[config.mk]
export PLATFORM = sky130hd
export DESIGN_NAME = chan_select
export DESIGN_NICKNAME = d
export VERILOG_FILES = /design/src/rtl/chsel_pkg.sv /design/src/rtl/chsel_decode.sv /design/src/rtl/chsel_vpick.sv /design/src/rtl/chsel_rdy.sv /design/src/rtl/chsel_dpick.sv /design/src/rtl/chan_select.sv
export SDC_FILE = /design/constraint.sdc
export NUM_CORES = 1
export LEC_CHECK = 0
export ABC_AREA = 1
export BUFFER_PORTS_ARGS = -buffer_cell sky130_fd_sc_hd__clkbuf_2
export CORE_AREA = 4 4 41 43
export DETAILED_ROUTE_END_ITERATION = 8
export DIE_AREA = 0 0 45 47
export GPL_TIMING_DRIVEN = 0
export PLACE_DENSITY = 0.73
export SLEW_MARGIN = 10
export SYNTH_ARGS = -nofsm -noshare
export SYNTH_HDL_FRONTEND = slang
export SYNTH_SLANG_ARGS = --single-unit
[constraint.sdc]
create_clock -name vclk -period 2.17
set_clock_uncertainty 0.1 [all_clocks]
set_input_delay 0.217 -clock vclk [all_inputs]
set_output_delay 0.217 -clock vclk [all_outputs]
set_load 0.01 [all_outputs]
[src/rtl/chsel_pkg.sv]
// Package: shared helpers for the channel selector.
// Assumes: callers pass an input count of at least 2.
package chsel_pkg;

    // Number of index bits needed to address n inputs (minimum 1).
    function automatic int idx_bits(input int n);
        return (n < 2) ? 1 : $clog2(n);
    endfunction

endpackage

[src/rtl/chsel_decode.sv]
// Module: chsel_decode
// Cuts the select payload down to its index bits and turns that index into a
// one-hot vector by shifting a single set bit.
// Assumes: SEL_W >= IDX_W.
module chsel_decode #(
    parameter int N_IN  = 4,
    parameter int SEL_W = 6,
    parameter int IDX_W = 2
) (
    input  logic [SEL_W-1:0] sel_index,
    output logic [IDX_W-1:0] idx,
    output logic [N_IN-1:0]  onehot
);
    logic [N_IN-1:0] idx_wide;

    // Drop the payload's upper bits and widen the index to N_IN bits.
    always_comb begin
        idx      = sel_index[IDX_W-1:0];
        idx_wide = N_IN'(idx);
    end

    // Shift a single set bit into the indexed position.
    always_comb begin
        onehot = N_IN'(1) << idx_wide;
    end

endmodule

[src/rtl/chsel_vpick.sv]
// Module: chsel_vpick
// Picks the valid bit of the indexed input and qualifies it with the select
// token's valid.
// Assumes: an index with no matching input reads as not valid.
module chsel_vpick #(
    parameter int N_IN  = 4,
    parameter int IDX_W = 2
) (
    input  logic [N_IN-1:0]  in_valid,
    input  logic [IDX_W-1:0] idx,
    input  logic             sel_valid,
    output logic             out_valid
);
    logic picked;

    // Scan the inputs for the one whose position matches the index.
    always_comb begin
        picked = 1'b0;
        for (int i = 0; i < N_IN; i++) begin
            if (idx == IDX_W'(i)) picked = in_valid[i];
        end
    end

    // The output is valid only while the select token is also present.
    always_comb begin
        out_valid = picked & sel_valid;
    end

endmodule

[src/rtl/chsel_rdy.sv]
// Module: chsel_rdy
// Turns an output transfer into consume strobes for the select channel and
// for the one input chosen by the one-hot vector.
// Assumes: onehot has at most one bit set.
module chsel_rdy #(
    parameter int N_IN = 4
) (
    input  logic [N_IN-1:0] onehot,
    input  logic            out_valid,
    input  logic            out_ready,
    output logic            sel_ready,
    output logic [N_IN-1:0] in_ready
);
    logic fire;

    // A transfer happens when the output is offered and accepted.
    always_comb begin
        fire      = out_valid & out_ready;
        sel_ready = fire;
        in_ready  = onehot & {N_IN{fire}};
    end


    always_comb begin
        inrdy_onehot_chk: assert ($onehot0(in_ready))
            else $error("more than one input consumed");
    end


    always_comb begin
        inrdy_needs_accept_chk: assert (!(|in_ready) || out_ready)
            else $error("input consumed while output not accepted");
    end

endmodule

[src/rtl/chsel_dpick.sv]
// Module: chsel_dpick
// Passes the indexed input's data word to the output.
// Assumes: in_data holds input i in bits [i*DATA_W +: DATA_W].
module chsel_dpick #(
    parameter int N_IN   = 4,
    parameter int IDX_W  = 2,
    parameter int DATA_W = 8
) (
    input  logic [N_IN*DATA_W-1:0] in_data,
    input  logic [IDX_W-1:0]       idx,
    output logic [DATA_W-1:0]      out_data
);
    // Select the slice whose position matches the index.
    always_comb begin
        out_data = '0;
        for (int i = 0; i < N_IN; i++) begin
            if (idx == IDX_W'(i)) out_data = in_data[i*DATA_W +: DATA_W];
        end
    end

endmodule

[src/rtl/chan_select.sv]
// Module: chan_select
// N-way channel selector steered by a handshaked select token. An output
// transfer consumes the select token and the chosen input together.
// Assumes: N_IN >= 2, SEL_W >= ceil(log2 N_IN), DATA_W >= 1. No clock.
module chan_select #(
    parameter int N_IN      = 4,
    parameter int SEL_W     = 6,
    parameter int DATA_W    = 8,
    parameter bit PASS_DATA = 1'b1
) (
    input  logic                   sel_valid,
    output logic                   sel_ready,
    input  logic [SEL_W-1:0]       sel_index,
    input  logic [N_IN-1:0]        in_valid,
    output logic [N_IN-1:0]        in_ready,
    input  logic [N_IN*DATA_W-1:0] in_data,
    output logic                   out_valid,
    input  logic                   out_ready,
    output logic [DATA_W-1:0]      out_data
);
    localparam int IDX_W = chsel_pkg::idx_bits(N_IN);

    logic [IDX_W-1:0] idx;
    logic [N_IN-1:0]  onehot;

    chsel_decode #(.N_IN(N_IN), .SEL_W(SEL_W), .IDX_W(IDX_W)) u_dec (
        .sel_index (sel_index),
        .idx       (idx),
        .onehot    (onehot)
    );

    chsel_vpick #(.N_IN(N_IN), .IDX_W(IDX_W)) u_vpick (
        .in_valid  (in_valid),
        .idx       (idx),
        .sel_valid (sel_valid),
        .out_valid (out_valid)
    );

    chsel_rdy #(.N_IN(N_IN)) u_rdy (
        .onehot    (onehot),
        .out_valid (out_valid),
        .out_ready (out_ready),
        .sel_ready (sel_ready),
        .in_ready  (in_ready)
    );

    generate
        if (PASS_DATA) begin : g_data
            chsel_dpick #(.N_IN(N_IN), .IDX_W(IDX_W), .DATA_W(DATA_W)) u_dpick (
                .in_data  (in_data),
                .idx      (idx),
                .out_data (out_data)
            );
        end else begin : g_token
            // Pure tokens: no data path.
            assign out_data = '0;
        end
    endgenerate


    always_comb begin
        outv_needs_sel_chk: assert (!out_valid || sel_valid)
            else $error("output valid without select token");
    end


    always_comb begin
        selrdy_with_input_chk: assert (sel_ready == (|in_ready))
            else $error("select and input consumed apart");
    end


    always_comb begin
        inrdy_matches_valid_chk: assert ((in_ready & ~in_valid) == '0)
            else $error("input consumed without a token");
    end

endmodule

==> summary.md <==
| Metric | Value |
|---|---|
| Status | `completed` |
| Most common cell in the netlist | `nand2_1` |
| Max frequency | `700 MHz` |
| Crit end category | `primary output` |
| CP startpoint kind | `input pin` |
| Mapped Avg Cell Area | `~4.6 µm²` |
| GRT Residual Overflow | `0` |
| Drt total wl | `roughly 1300 µm` |
| Post-DP Area | `608 µm²` |
| Slew HR | `0.830` |
| Area of the multi-input gates | `around 280 µm²` |
| CP required | `1.85 ns` |
| Gr usage total | `0.131` |
| Routability cong. | `0.721` |
| Initial antenna violation count | `0` |
| Slowest CP cell | `nor2_4` |
| Switch Pwr | `between 0.00005 and 0.00006 W` |
| Post-CTS setup buffers | `0` |
| Fillers | `151` |
| Sequential area share after synthesis | `0` |
| Overall die height | `about 47 µm` |
| Critical path arrival | `around 1.1 ns` |
| Total Die Area | `roughly 2100 µm²` |
| Leak | `0.389 nW` |
| Slowest stage delay, CP | `about 0.25 ns` |
| Initial Util | `0.245` |
| Vias per cell | `roughly 4.4` |
| Kind of critical path | `in -> out` |
| Gates resized, CTS repair | `0` |
| IO Count | `58` |
| Synth cell count leaders | `nand2_1, nand3_1, nand4_1, inv_1, nor2_1` |
| Synth area leaders | `nand2_1, nand4_1, nand3_1, inv_1, nor2_1` |
| Row Count | `13` |
| FF+latch count | `0` |
| Largest net degree at the start of global routing | `11` |
| Total power divided by cell area | `about 190 nW/µm²` |
| Yosys cell types | `11` |
| Total of clock buffers placed in the layout | `0` |
| Dpl hpwl | `1160 µm` |
| RSZ-0062 raised after global routing | `false` |
| Chip width | `about 45 µm` |
| FF+latch area | `0 µm²` |
| First-pass GRT wire length | `~2200 µm` |
| Fin Setup TNS | `0 ns` |
| Seq pwr share | `0` |
| Area growth, synth to finish | `90.6%` |
| Routed WL per cell | `9.72 µm` |
| Slew @ Worst Pin | `between 0.2 and 0.3 ns` |
| Combinational share of power | `1.000` |
| Yosys warns | `0` |
| Worst hold path type | `in -> out` |
| Maxcap violations | `0` |
| Post-synth top area share | `0.353` |
| Internal Power | `around 0.000055 W` |
| Cts hold-fix bufs | `0` |
| Syn Std Cell Area | `between 300 and 400 µm²` |
| Final hold vios | `0` |
| Sw Ratio | `0.519` |
| Final Instance Area | `a little over 600 µm²` |
| Final worst-path cycle share | `0.659` |
| Final min period | `~1.4 ns` |
| 1st-iter DRT viols | `4` |
| Critical path cell sequence | `clkbuf_2 > nor2_4 > nand2_1 > nand3_1 > nand2_1 > nand3_2 > nor2_1 > clkbuf_2` |
| Via count | `608` |
| Syn Nets | `roughly 110` |
| Port Buffer Count | `54` |
| Vias in the first global route | `529` |
| Worst-path maximum fanout | `10` |
| Drt drc | `0` |
| Synth area leader | `nand2_1` |
| Hold Path Sink | `out_data[1]` |
| Hold Crit Start | `in_data[17]` |
| Core Area | `~1300 µm²` |
| Hold path depth | `4` |
| Final Max Tran Viols | `0` |
| NumNets Final | `around 170` |
| Antenna Nets Post-Route | `0` |
| Cells after Synth | `69` |
| Clock power frac | `0` |
| Layout cell share with drive strength beyond 1 | `0.480` |
| DRT Pass-1 Iters | `2` |
| Antenna cells | `0` |
| Setup violators final | `0` |
| Worst vdd ir | `0.0979 mV` |
layout make-up:
cell class	instances	area share
multi-input cells	58	0.455
plain buffers	1	0.00823
well taps	15	0.0309
inverters	10	0.0617
repair buffers	54	0.444
worst max-delay path by stage:
stage / end / startpoint / slack [ns] / depth (start not counted)
5_1_grt: in_ready[1] / sel_index[1] / 0.60 / 8
2_1_floorplan: in_ready[2] / sel_index[0] / 1.07 / 4
6_report: in_ready[1] / sel_index[1] / 0.74 / 8
4_1_cts: in_ready[1] / sel_index[1] / 0.72 / 8
3_3_place_gp: in_ready[2] / sel_index[0] / 0.74 / 6
3_5_place_dp: in_ready[1] / sel_index[1] / 0.72 / 8
logic make-up (layout without fill, tap and decap cells):
group / Yosys count / count (layout) / share of synthesized area
AND/OR/NAND/NOR: 58 / 58 / 0.867
buffers and inverters: 11 / 65 / 0.133
metrics by stage:
step / hold WS [ns] / instances / power [W] / setup slack (ns) / utilization
after detailed placement: 0.632 / 138 / 0.000117 / 0.722 / 0.467
after global routing: 0.644 / 138 / 0.000131 / 0.599 / 0.467
after floorplan: 0.431 / 69 / 0.0000530 / 1.07 / -
final: 0.628 / 138 / 0.000115 / 0.741 / 0.467
after global placement: 0.629 / 138 / 0.000116 / 0.741 / 0.467
after CTS: 0.633 / 138 / 0.000117 / 0.718 / 0.467
placed cells by master (no fill, tap or decap), drive strengths merged:
cell,n
buf,1
clkinv,1
nand2,30
nand4,9
inv,9
nor2,8
nand3,10
nand3b,1
clkbuf,54
worst max-delay path, delay by kind of cell:
family	cells	cell delay (ns)
buf+inv	2	0.25
simple gates	6	0.64
layer usage:
layer | part of all wire | vias to the layer above | GRT usage
met5 | 0 | - | 0
met4 | 0 | 0 | 0
met3 | 0.12 | 0 | 0.00766
met2 | 0.46 | 33 | 0.243
met1 | 0.42 | 240 | 0.175
li1 | - | 335 | -
power groups by stage:
stage | sequential, W | combinational, W | clock (W)
floorplan | 0 | 0.0000530 | 0
global placement | 0 | 0.000116 | 0
detailed placement | 0 | 0.000117 | 0
CTS | 0 | 0.000117 | 0
global route | 0 | 0.000131 | 0
finish | 0 | 0.000115 | 0
Note: power is estimated with default switching activity, not from simulation.
